`config.mk`:
```
export PLATFORM = sky130hd
export DESIGN_NAME = i2c_step_master
export DESIGN_NICKNAME = d
export VERILOG_FILES = /design/src/rtl/i2c_step_pkg.sv /design/src/rtl/i2c_step_tick.sv /design/src/rtl/i2c_step_busmon.sv /design/src/rtl/i2c_step_engine.sv /design/src/rtl/i2c_step_master.sv
export SDC_FILE = /design/constraint.sdc
export NUM_CORES = 1
export LEC_CHECK = 0
export BUFFER_PORTS_ARGS = -buffer_cell sky130_fd_sc_hd__buf_2
export CAP_MARGIN = 20
export CELL_PAD_IN_SITES_DETAIL_PLACEMENT = 0
export CELL_PAD_IN_SITES_GLOBAL_PLACEMENT = 1
export CORE_MARGIN = 4
export CORE_UTILIZATION = 25
export DETAILED_ROUTE_END_ITERATION = 10
export PLACE_DENSITY_LB_ADDON = 0.08
export SLEW_MARGIN = 10
export SYNTH_ARGS = -nofsm -noshare
export SYNTH_HDL_FRONTEND = slang
export SYNTH_HIERARCHICAL = 1
export SYNTH_SLANG_ARGS = --single-unit
```
`constraint.sdc`:
```
create_clock -name clk -period 2.2 [get_ports clk]
set_input_delay 0.22 -clock clk [delete_from_list [all_inputs] [get_ports clk]]
set_output_delay 0.22 -clock clk [all_outputs]
set_load 0.05 [all_outputs]
```
`src/rtl/i2c_step_pkg.sv`:
```
`timescale 1ns/1ps
// Shared definitions for the stepped I2C master: status codes, engine
// states and the decoding of which status code leads to which step.
package i2c_step_pkg;

    localparam logic [7:0] CODE_START  = 8'h08;
    localparam logic [7:0] CODE_RSTART = 8'h10;
    localparam logic [7:0] CODE_WA_ACK = 8'h18;
    localparam logic [7:0] CODE_WA_NAK = 8'h20;
    localparam logic [7:0] CODE_TX_ACK = 8'h28;
    localparam logic [7:0] CODE_TX_NAK = 8'h30;
    localparam logic [7:0] CODE_LOST   = 8'h38;
    localparam logic [7:0] CODE_RA_ACK = 8'h40;
    localparam logic [7:0] CODE_RA_NAK = 8'h48;
    localparam logic [7:0] CODE_RX_ACK = 8'h50;
    localparam logic [7:0] CODE_RX_NAK = 8'h58;
    localparam logic [7:0] CODE_IDLE   = 8'hF8;

    typedef enum logic [2:0] {
        ST_IDLE, ST_START, ST_BIT, ST_STOP, ST_HOLD
    } eng_state_e;

    // True when the byte that follows this code is received, not sent.
    function automatic logic code_is_rx(input logic [7:0] code);
        return (code == CODE_RA_ACK) || (code == CODE_RA_NAK) ||
               (code == CODE_RX_ACK) || (code == CODE_RX_NAK);
    endfunction

    // True when the byte that follows this code is an address byte.
    function automatic logic code_is_addr(input logic [7:0] code);
        return (code == CODE_START) || (code == CODE_RSTART);
    endfunction

    // Code reported when a byte and its acknowledge bit have finished.
    function automatic logic [7:0] byte_code(input logic rx, input logic addr,
                                             input logic rd, input logic ack_in,
                                             input logic ack_out);
        if (rx)
            return ack_out ? CODE_RX_ACK : CODE_RX_NAK;
        else if (addr && rd)
            return ack_in ? CODE_RA_ACK : CODE_RA_NAK;
        else if (addr)
            return ack_in ? CODE_WA_ACK : CODE_WA_NAK;
        else
            return ack_in ? CODE_TX_ACK : CODE_TX_NAK;
    endfunction

endpackage

```
`src/rtl/i2c_step_tick.sv`:
```
`timescale 1ns/1ps
// Bit-rate divider: raises tick for one clock every (div + 1) clocks.
// Assumes div may change at any time; the new value takes effect at the
// next reload.
module i2c_step_tick #(
    parameter int DIV_W = 8
) (
    input  logic             clk,
    input  logic             rst_n,
    input  logic [DIV_W-1:0] div,
    output logic             tick
);
    logic [DIV_W-1:0] cnt;

    assign tick = (cnt == '0);

    // Count down, reload from the divider on each tick.
    always_ff @(posedge clk) begin
        if (!rst_n)
            cnt <= '0;
        else if (tick)
            cnt <= div;
        else
            cnt <= cnt - 1'b1;
    end
endmodule

```
`src/rtl/i2c_step_busmon.sv`:
```
`timescale 1ns/1ps
// Bus activity monitor: marks the bus busy from any START seen on the
// lines until a STOP is seen. Assumes synchronous line inputs.
module i2c_step_busmon (
    input  logic clk,
    input  logic rst_n,
    input  logic scl_in,
    input  logic sda_in,
    output logic busy
);
    logic scl_q, sda_q;
    logic start_seen, stop_seen;

    assign start_seen = scl_q && scl_in && sda_q && !sda_in;
    assign stop_seen  = scl_q && scl_in && !sda_q && sda_in;

    // Keep the previous line levels and the busy state.
    always_ff @(posedge clk) begin
        if (!rst_n) begin
            scl_q <= 1'b1;
            sda_q <= 1'b1;
            busy  <= 1'b0;
        end else begin
            scl_q <= scl_in;
            sda_q <= sda_in;
            if (start_seen)
                busy <= 1'b1;
            else if (stop_seen)
                busy <= 1'b0;
        end
    end
endmodule

```
`src/rtl/i2c_step_engine.sv`:
```
`timescale 1ns/1ps
// Bit engine: creates START, byte and STOP sequences on the open-drain
// lines, four ticks per SCL period (low, low, high, high). It reports each
// finished step as a one-cycle event and then waits in ST_HOLD until the
// flag is clear. Assumes the register file applies an event on the next
// edge, which is why ST_HOLD skips its first cycle.
module i2c_step_engine
    import i2c_step_pkg::*;
(
    input  logic       clk,
    input  logic       rst_n,
    input  logic       tick,
    input  logic       iflg,
    input  logic       sta,
    input  logic       stp,
    input  logic       aak,
    input  logic       bus_busy,
    input  logic [7:0] tx_byte,
    input  logic [7:0] cur_code,
    input  logic       sda_in,
    output logic       scl_pull,
    output logic       sda_pull,
    output logic       ev_valid,
    output logic       ev_flag,
    output logic       ev_rx,
    output logic       clr_sta,
    output logic       clr_stp,
    output logic [7:0] ev_code,
    output logic [7:0] rx_byte
);
    eng_state_e state;
    logic [1:0] ph;
    logic [3:0] bcnt;
    logic [7:0] shreg;
    logic       is_rx, is_addr, rd_dir, owner, ack_in, ack_out, hold_arm;

    assign rx_byte = shreg;

    // Sequence all bus activity and report the outcome of each step.
    always_ff @(posedge clk) begin
        ev_valid <= 1'b0;
        ev_flag  <= 1'b0;
        ev_rx    <= 1'b0;
        clr_sta  <= 1'b0;
        clr_stp  <= 1'b0;
        if (!rst_n) begin
            state    <= ST_IDLE;
            ph       <= 2'd0;
            bcnt     <= 4'd0;
            shreg    <= 8'd0;
            is_rx    <= 1'b0;
            is_addr  <= 1'b0;
            rd_dir   <= 1'b0;
            owner    <= 1'b0;
            ack_in   <= 1'b0;
            ack_out  <= 1'b0;
            hold_arm <= 1'b0;
            scl_pull <= 1'b0;
            sda_pull <= 1'b0;
            ev_code  <= CODE_IDLE;
        end else begin
            case (state)
                ST_IDLE: begin
                    if (sta && !iflg && !bus_busy) begin
                        state <= ST_START;
                        ph    <= 2'd0;
                    end
                end
                ST_START: if (tick) begin
                    ph <= ph + 2'd1;
                    case (ph)
                        2'd0: sda_pull <= 1'b0;
                        2'd1: scl_pull <= 1'b0;
                        2'd2: sda_pull <= 1'b1;
                        default: begin
                            scl_pull <= 1'b1;
                            state    <= ST_HOLD;
                            hold_arm <= 1'b0;
                            ev_valid <= 1'b1;
                            ev_flag  <= 1'b1;
                            ev_code  <= owner ? CODE_RSTART : CODE_START;
                            clr_sta  <= 1'b1;
                            owner    <= 1'b1;
                        end
                    endcase
                end
                ST_HOLD: begin
                    hold_arm <= 1'b1;
                    if (hold_arm && !iflg) begin
                        ph <= 2'd0;
                        if (cur_code == CODE_LOST) begin
                            state    <= ST_IDLE;
                            ev_valid <= 1'b1;
                            ev_code  <= CODE_IDLE;
                        end else if (stp) begin
                            state <= ST_STOP;
                        end else if (sta) begin
                            state <= ST_START;
                        end else begin
                            state   <= ST_BIT;
                            bcnt    <= 4'd0;
                            shreg   <= tx_byte;
                            is_rx   <= code_is_rx(cur_code);
                            is_addr <= code_is_addr(cur_code);
                            if (code_is_addr(cur_code))
                                rd_dir <= tx_byte[0];
                        end
                    end
                end
                ST_BIT: if (tick) begin
                    ph <= ph + 2'd1;
                    case (ph)
                        2'd0: begin
                            if (bcnt == 4'd8) begin
                                sda_pull <= is_rx && aak;
                                ack_out  <= aak;
                            end else begin
                                sda_pull <= !is_rx && !shreg[7];
                            end
                        end
                        2'd1: scl_pull <= 1'b0;
                        2'd2: begin
                            if (bcnt == 4'd8) begin
                                ack_in <= !sda_in;
                            end else if (!is_rx && !sda_pull && !sda_in) begin
                                state    <= ST_HOLD;
                                hold_arm <= 1'b0;
                                scl_pull <= 1'b0;
                                sda_pull <= 1'b0;
                                owner    <= 1'b0;
                                ev_valid <= 1'b1;
                                ev_flag  <= 1'b1;
                                ev_code  <= CODE_LOST;
                            end else begin
                                shreg <= {shreg[6:0], sda_in};
                            end
                        end
                        default: begin
                            scl_pull <= 1'b1;
                            if (bcnt == 4'd8) begin
                                state    <= ST_HOLD;
                                hold_arm <= 1'b0;
                                ev_valid <= 1'b1;
                                ev_flag  <= 1'b1;
                                ev_rx    <= is_rx;
                                ev_code  <= byte_code(is_rx, is_addr, rd_dir, ack_in, ack_out);
                            end else begin
                                bcnt <= bcnt + 4'd1;
                            end
                        end
                    endcase
                end
                ST_STOP: if (tick) begin
                    ph <= ph + 2'd1;
                    case (ph)
                        2'd0: sda_pull <= 1'b1;
                        2'd1: scl_pull <= 1'b0;
                        2'd2: sda_pull <= 1'b0;
                        default: begin
                            owner    <= 1'b0;
                            clr_stp  <= 1'b1;
                            ev_valid <= 1'b1;
                            ev_code  <= CODE_IDLE;
                            state    <= sta ? ST_START : ST_IDLE;
                        end
                    endcase
                end
                default: state <= ST_IDLE;
            endcase
        end
    end
endmodule

```
`src/rtl/i2c_step_master.sv`:
```
`timescale 1ns/1ps
// Stepped I2C master top: register file (data, control, status, divider)
// plus the divider, bus monitor and bit engine. Software answers every
// flagged status code before the bus moves on. Assumes synchronous line
// inputs and no clock stretching by slaves.
module i2c_step_master
    import i2c_step_pkg::*;
#(
    parameter int         DIV_W     = 8,
    parameter logic [7:0] DIV_RESET = 8'd49
) (
    input  logic       clk,
    input  logic       rst_n,
    input  logic       reg_wr,
    input  logic [1:0] reg_waddr,
    input  logic [7:0] reg_wdata,
    input  logic [1:0] reg_raddr,
    output logic [7:0] reg_rdata,
    output logic       irq,
    input  logic       scl_in,
    input  logic       sda_in,
    output logic       scl_pull,
    output logic       sda_pull
);
    localparam logic [1:0] A_DATA = 2'd0;
    localparam logic [1:0] A_CTRL = 2'd1;
    localparam logic [1:0] A_STAT = 2'd2;
    localparam logic [1:0] A_DIV  = 2'd3;
    localparam int         B_AAK  = 0;
    localparam int         B_STP  = 1;
    localparam int         B_STA  = 2;
    localparam int         B_FLG  = 3;

    logic [7:0]       data_q, status_q;
    logic [DIV_W-1:0] div_q;
    logic             iflg, sta, stp, aak;
    logic             tick, busy;
    logic             ev_valid, ev_flag, ev_rx, clr_sta, clr_stp;
    logic [7:0]       ev_code, rx_byte;
    logic             ctrl_wr;

    assign ctrl_wr = reg_wr && (reg_waddr == A_CTRL);
    assign irq     = iflg;

    // Register file: software writes first, engine events take precedence.
    always_ff @(posedge clk) begin
        if (!rst_n) begin
            data_q   <= 8'd0;
            status_q <= CODE_IDLE;
            div_q    <= DIV_W'(DIV_RESET);
            iflg     <= 1'b0;
            sta      <= 1'b0;
            stp      <= 1'b0;
            aak      <= 1'b0;
        end else begin
            if (clr_sta) sta <= 1'b0;
            if (clr_stp) stp <= 1'b0;
            if (reg_wr && reg_waddr == A_DATA) data_q <= reg_wdata;
            if (reg_wr && reg_waddr == A_DIV)  div_q  <= DIV_W'(reg_wdata);
            if (ctrl_wr) begin
                sta <= reg_wdata[B_STA];
                stp <= reg_wdata[B_STP];
                aak <= reg_wdata[B_AAK];
                if (!reg_wdata[B_FLG]) iflg <= 1'b0;
            end
            if (ev_valid) status_q <= ev_code;
            if (ev_flag)  iflg     <= 1'b1;
            if (ev_rx)    data_q   <= rx_byte;
        end
    end

    // Read multiplexer.
    always_comb begin
        case (reg_raddr)
            A_DATA:  reg_rdata = data_q;
            A_CTRL:  reg_rdata = {4'd0, iflg, sta, stp, aak};
            A_STAT:  reg_rdata = status_q;
            default: reg_rdata = 8'(div_q);
        endcase
    end

    i2c_step_tick #(.DIV_W(DIV_W)) u_tick (
        .clk(clk), .rst_n(rst_n), .div(div_q), .tick(tick)
    );

    i2c_step_busmon u_busmon (
        .clk(clk), .rst_n(rst_n), .scl_in(scl_in), .sda_in(sda_in), .busy(busy)
    );

    i2c_step_engine u_engine (
        .clk(clk), .rst_n(rst_n), .tick(tick), .iflg(iflg), .sta(sta),
        .stp(stp), .aak(aak), .bus_busy(busy), .tx_byte(data_q),
        .cur_code(status_q), .sda_in(sda_in), .scl_pull(scl_pull),
        .sda_pull(sda_pull), .ev_valid(ev_valid), .ev_flag(ev_flag),
        .ev_rx(ev_rx), .clr_sta(clr_sta), .clr_stp(clr_stp),
        .ev_code(ev_code), .rx_byte(rx_byte)
    );

    AST_START_LEAVES_LINES_LOW: assert property (@(posedge clk) disable iff (!rst_n)
        ($rose(iflg) && status_q == CODE_START) |-> (scl_pull && sda_pull));
    AST_HOLD_SCL_LOW: assert property (@(posedge clk) disable iff (!rst_n)
        (iflg && status_q != CODE_LOST) |-> scl_pull);
    AST_LOST_RELEASES: assert property (@(posedge clk) disable iff (!rst_n)
        (iflg && status_q == CODE_LOST) |-> (!scl_pull && !sda_pull));
    AST_STOP_SELF_CLEAR: assert property (@(posedge clk) disable iff (!rst_n)
        ($fell(stp) && !$past(ctrl_wr)) |-> (status_q == CODE_IDLE && !iflg));
    AST_IDLE_RELEASED: assert property (@(posedge clk) disable iff (!rst_n)
        (status_q == CODE_IDLE && !sta && !iflg) |-> (!scl_pull && !sda_pull));
endmodule

```
# After elaboration in Yosys (flattened, before gate mapping)
# Cells that the tools add are included.
# Widths: inputs -> output; s select.
dict set report op_classes {
  reduce_logical 64
  mux 109
  n_eq_ne 46
  add_sub_neg 3
  bitwise 7
}
# operator n
set op_table {}
lappend op_table {{$mux 8} 24}
lappend op_table {{$mux 1} 36}
lappend op_table {{$mux 3} 12}
lappend op_table {{$mux 4} 9}
lappend op_table {{$reduce_and 9->1} 4}
lappend op_table {{$eq 8x7->1 const B} 4}
lappend op_table {{$pmux 8 s2} 2}
lappend op_table {{$pmux 8 s4} 1}
lappend op_table {{$ne 2x2->1 const B} 14}
lappend op_table {{$pmux 8 s3} 1}
lappend op_table {{$pmux 1 s3} 6}
lappend op_table {{$logic_and 1x1->1} 16}
lappend op_table {{$ne 2x1->1 const B} 8}
lappend op_table {{$reduce_and 8->1} 2}
lappend op_table {{$pmux 3 s5} 1}
lappend op_table {{$pmux 1 s2} 7}
lappend op_table {{$ne 3x1->1 const B} 4}
lappend op_table {{$reduce_and 12->1} 1}
lappend op_table {{$reduce_and 4->1} 3}
lappend op_table {{$reduce_bool 2->1} 6}
lappend op_table {{$reduce_and 11->1} 1}
lappend op_table {{$mux 5} 2}
lappend op_table {{$reduce_bool 3->1} 3}
lappend op_table {{$eq 8x4->1 const B} 1}
lappend op_table {{other kinds (31)} 61}
dict set report totals {
  elab_cells 259
  register_bits 78
  out_inout_bits 11
  input_bits 17
}

# Longest topological paths before layout
dict set report depth {
  word_depth 8
  mapped_depth 12
  mapped_depth_nobuf 10
}

# Cells and area by module
# The synthesis kept the hierarchy.
# mod n_inst seq_area_each_um2 cells_each area_each_um2
set modules_own_cells {}
lappend modules_own_cells {i2c_step_engine 1 720.7 268 2104.5}
lappend modules_own_cells {i2c_step_master 1 560.5 141 1290.0}
lappend modules_own_cells {i2c_step_tick 1 160.2 47 446.7}
lappend modules_own_cells {i2c_step_busmon 1 60.1 10 103.8}

# Least setup slack after synthesis
# Ideal clock, no wire load.
dict set report synth_path {
  path_kind {reg-to-reg}
  startpoint {reg u_tick.cnt[0]}
  endpoint {reg u_engine.shreg[5] (netlist: u_engine/rx_byte[5])}
  stages_incl_launch_ff 13
  synth_period_minus_slack_ps 2326
  slack_ps -126
  arrival_time_ps 2235
  path_cell_list {dfxtp_1 > inv_1 > ha_1 > nor2b_1 > nand3b_2 > buf_6 > inv_1 > clkbuf_1 > nand4_1 > o21ai_1 > buf_2 > nor2_1 > a311oi_1}
}
dict set report synth_between {
  elab_chain_cells 3
}
# element line_no
set synth_rtl {}
lappend synth_rtl {{start: declaration} i2c_step_tick.sv:13} ;# logic [DIV_W-1:0] cnt;
lappend synth_rtl {{start signal: assignment} i2c_step_tick.sv:22} ;# cnt <= div;
lappend synth_rtl {{start signal: assignment} i2c_step_tick.sv:24} ;# cnt <= cnt - 1'b1;
lappend synth_rtl {{$logic_not 8->1} i2c_step_tick.sv:15} ;# assign tick = (cnt == '0);
lappend synth_rtl {{named net tick} i2c_step_master.sv:37} ;# logic tick, busy;
lappend synth_rtl {{$ne 2x2->1 (no line)} -}
lappend synth_rtl {{$reduce_and 9->1 (no line)} -}
lappend synth_rtl {{end signal: assignment} i2c_step_engine.sv:102} ;# shreg <= tx_byte;
lappend synth_rtl {{end signal: assignment} i2c_step_engine.sv:135} ;# shreg <= {shreg[6:0], sda_in};
lappend synth_rtl {{end: declaration} i2c_step_engine.sv:34} ;# logic [7:0] shreg;
# The timed path passes the listed nets, and every way through them passes these cells.
# A chain may end at the register's enable or synchronous reset.

# Worst setup path after layout
dict set report layout_path {
  startpoint {reg status_q[1]}
  endpoint {reg u_engine.ev_code[7]}
}
dict set report layout_between {
  elab_chain_cells 3
}
# element line_no
set layout_rtl {}
lappend layout_rtl {{start: declaration} i2c_step_master.sv:34} ;# logic [7:0] data_q, status_q;
lappend layout_rtl {{start signal: assignment} i2c_step_master.sv:66} ;# if (ev_valid) status_q <= ev_code;
lappend layout_rtl {{$eq 8x6->1} i2c_step_engine.sv:91} ;# if (cur_code == CODE_LOST) begin
lappend layout_rtl {{$ne 2x1->1 (no line)} -}
lappend layout_rtl {{$reduce_and 12->1 (no line)} -}
lappend layout_rtl {{end signal: assignment} i2c_step_engine.sv:81} ;# ev_code <= owner ? CODE_RSTART : CODE_START;
lappend layout_rtl {{end signal: assignment} i2c_step_engine.sv:146} ;# ev_code <= byte_code(is_rx, is_addr, rd_dir, ack_in, ack_out);
lappend layout_rtl {{end: declaration} i2c_step_engine.sv:28} ;# output logic [7:0] ev_code,
# Every way passes these cells.

==> results by group <==
GRT
  • Vias in the first global route: approximately 3300
  • Total track usage: 14.2%
  • Initial antenna violation count: 0
  • Grt ovf: 0
  • Maximum number of pins on one net before global-route repair: 29
  • First-pass GRT wire length: 19.3 mm

Yosys
  • Mapped Cells: roughly 470
  • Post-synth cell types: 68
  • FFs w/ async S/R, synth: 0%
  • Post-Syn Area: 0.00395 sq mm
  • Main synth FF type: dfxtp_1
  • Synth Warn #: 6
  • Seq/Total Area, Yosys: between 30% and 40%
  • Post-synth EDFFs: 0
  • #FFs+latches synth: 75
  • Syn_area_per_cell: 8.47 sq um

STA
  • Worst setup margin: 84.1 ps
  • Fmax: around 0.47 GHz
  • RSZ-0062 raised after global routing: no
  • Setup TNS: 0 ps
  • Hold Vio Cnt, Final: 0
  • Slew Limit Fails: 0
  • Fin crit share: 96.2%
  • Clock skew: between 7 and 8 ps
  • Tmin final: approximately 2100 ps
  • Final setup violation count: 0

Flow run
  • Max-Cap Viols: 0

Clock network
  • Clk_lat worst skew: 340 ps
  • Cts hold-fix bufs: 0
  • # clock sinks: 75
  • CTS tree: built
  • Total CTS buffers: 9
  • Clock Path Buffers: 2
  • Worst-path clk slew: ~60 ps
  • H-tree depth: 3
  • Root Driver: clkbuf_16

Cells and area
  • Share of cells above drive strength 1: 21.2%
  • Post-route cell area: 0.00474 sq mm
  • Area grow syn2layout: 20.1%
  • Commonest non-fill, non-tap cell in the layout: dfxtp_1
  • Most frequent cells in the layout: dfxtp_1 (74), nand2_1 (66), nor2_1 (44)
  • Ant. Diodes: 0
  • Nets: 533

Route
  • WL final: roughly 12 mm
  • Initial DRT Pass Iterations: 4
  • Vias per inst: around 4.7
  • DR DRC count: 0
  • ANT nets after route: 0
  • WL/cell: 17.1 microns
  • Via count: approximately 3400
  • Initial DRC Count: ~180

Setup path
  • Most frequent CP cell: or4_4
  • CP Capture Type: flip-flop
  • Crit Reg-Reg Startpoint: status_q[1]
  • Req. time, crit path: 2420 ps
  • Crit start category: flip-flop
  • Crit Path Category: reg2reg
  • Crit-path cells: or4_4 > or4_4 > a21oi_4 > nand2_2 > mux2_4
  • Setup crit start: status_q[1]
  • Slowest CP cell: or4_4
  • Crit path max fanout: 5
  • Crit-path leading delay family: simple AND/OR/NAND/NOR gates
  • Crit path buffers/inverters: 0
  • Crit-path max cell delay: around 540 ps
  • CP arrival: 2340 ps

Worst hold path
  • Worst hold path class: in2reg
  • Min-delay src: scl_in

Placement
  • IO buf count: 27
  • RePlAce Congestion: 0.798
  • Placed inst area: 0.00442 sq mm
  • HPWL Detailed: 9.21 mm
  • Dpl ws: 32.0 ps

Power and ir drop
  • Pwr per Cell Area: roughly 900 mW/mm^2
  • Worst vdd ir: 0.000447 V
  • P_leak: 0.00176 uW

Die
  • Die H: 134 microns
  • I/O Pins: 28
  • Initial Util: 25.8%
  • Core area: 0.0153 sq mm
  • Die ar.: 0.0179 sq mm
  • # rows: 45
  • Die span in x: 134 microns

Status
  • Outcome: finished clean
==> cell families after synthesis <==
| group | share of synthesized area, % |
|---|---|
| AO/OA/AOI/OAI | 19.2 |
| XOR/XNOR | 2.00 |
| adder cells (fa/ha/maj) | 2.85 |
| buffers and inverters | 5.11 |
| flip-flops | 38.1 |
| multiplexers | 8.21 |
| other | 0.0951 |
| AND/OR/NAND/NOR | 24.5 |
==> cells in the mapped netlist (9+ instances only) <==
cell | count | area (sq um)
a21oi_1 | 37 | 185
ha_1 | 9 | 113
o21ai_0 | 17 | 85.1
a311oi_1 | 12 | 105
dfxtp_1 | 75 | 1500
nand3_1 | 11 | 55.1
inv_1 | 13 | 48.8
nand2_1 | 66 | 248
nand2b_1 | 10 | 62.6
a21boi_0 | 9 | 67.6
nor2_1 | 44 | 165
mux2i_1 | 14 | 140
clkbuf_1 | 17 | 63.8
==> routing by layer <==
layer | GRT usage (%) | vias up | routed length, microns
met4 | 4.97 | 0 | 182
met5 | 0 | - | 0
met3 | 2.30 | 11 | 437
met1 | 20.3 | 1619 | 6100
li1 | - | 1736 | -
met2 | 21.4 | 52 | 5620
==> state kept, by name (all words and copies together), names as in the netlist, 2 cells and up <==
| name | flops |
|---|---|
| data_q | 8 |
| div_q | 8 |
| status_q | 8 |
| u_engine/rx_byte | 8 |
| u_tick/cnt | 8 |
| u_engine/ev_code | 5 |
| u_engine/bcnt | 4 |
| u_engine/state | 3 |
| u_engine/ph | 2 |
==> area by class of cell <==
cell class | instances | area (sq um)
Inverter | 14 | 56.3
Timing Repair inverter | 1 | 5.00
Clock buffer | 9 | 225
Timing Repair Buffer | 57 | 360
Tap cell | 211 | 264
Clock inverter | 5 | 32.5
Sequential cell | 75 | 1500
Fill cell | 1693 | 10600
Multi-Input combinational cell | 349 | 2290
==> metrics by stage <==
stage | power [uW] | util [%] | cells | hold WS [ps]
floorplan | 2450 | - | 468 | 289
global placement | 2800 | 28.8 | 703 | 433
detailed placement | 2790 | 28.8 | 703 | 439
CTS | 4160 | 30.5 | 717 | 76.1
global route | 4420 | 30.9 | 721 | 105
finish | 4160 | 30.9 | 721 | 95.9
==> path summary, 6_finish.rpt <==
kind / slack [ps] / endpoint / cells past startpoint
worst min-delay path: 100 / u_busmon/scl_q / 2
worst max-delay path: 80 / u_engine/ev_code[7] / 5
worst min register to register: 480 / status_q[7] / 2
worst max register to register: 80 / u_engine/ev_code[7] / 5
==> timing repair <==
item                                    CTS  global route
resized for setup                         0             7
hold endpoints to repair                  0             0
buffers inserted                          0             3
endpoints found under the setup margin    0            25
==> where the power goes <==
group / leakage [uW] / internal, uW / switching (uW) / total, uW
clock network: 0.000131 / 748 / 583 / 1330
registers: 0.000610 / 1500 / 134 / 1640
logic: 0.00102 / 537 / 659 / 1200
Note: power is estimated with default switching activity, not from simulation.
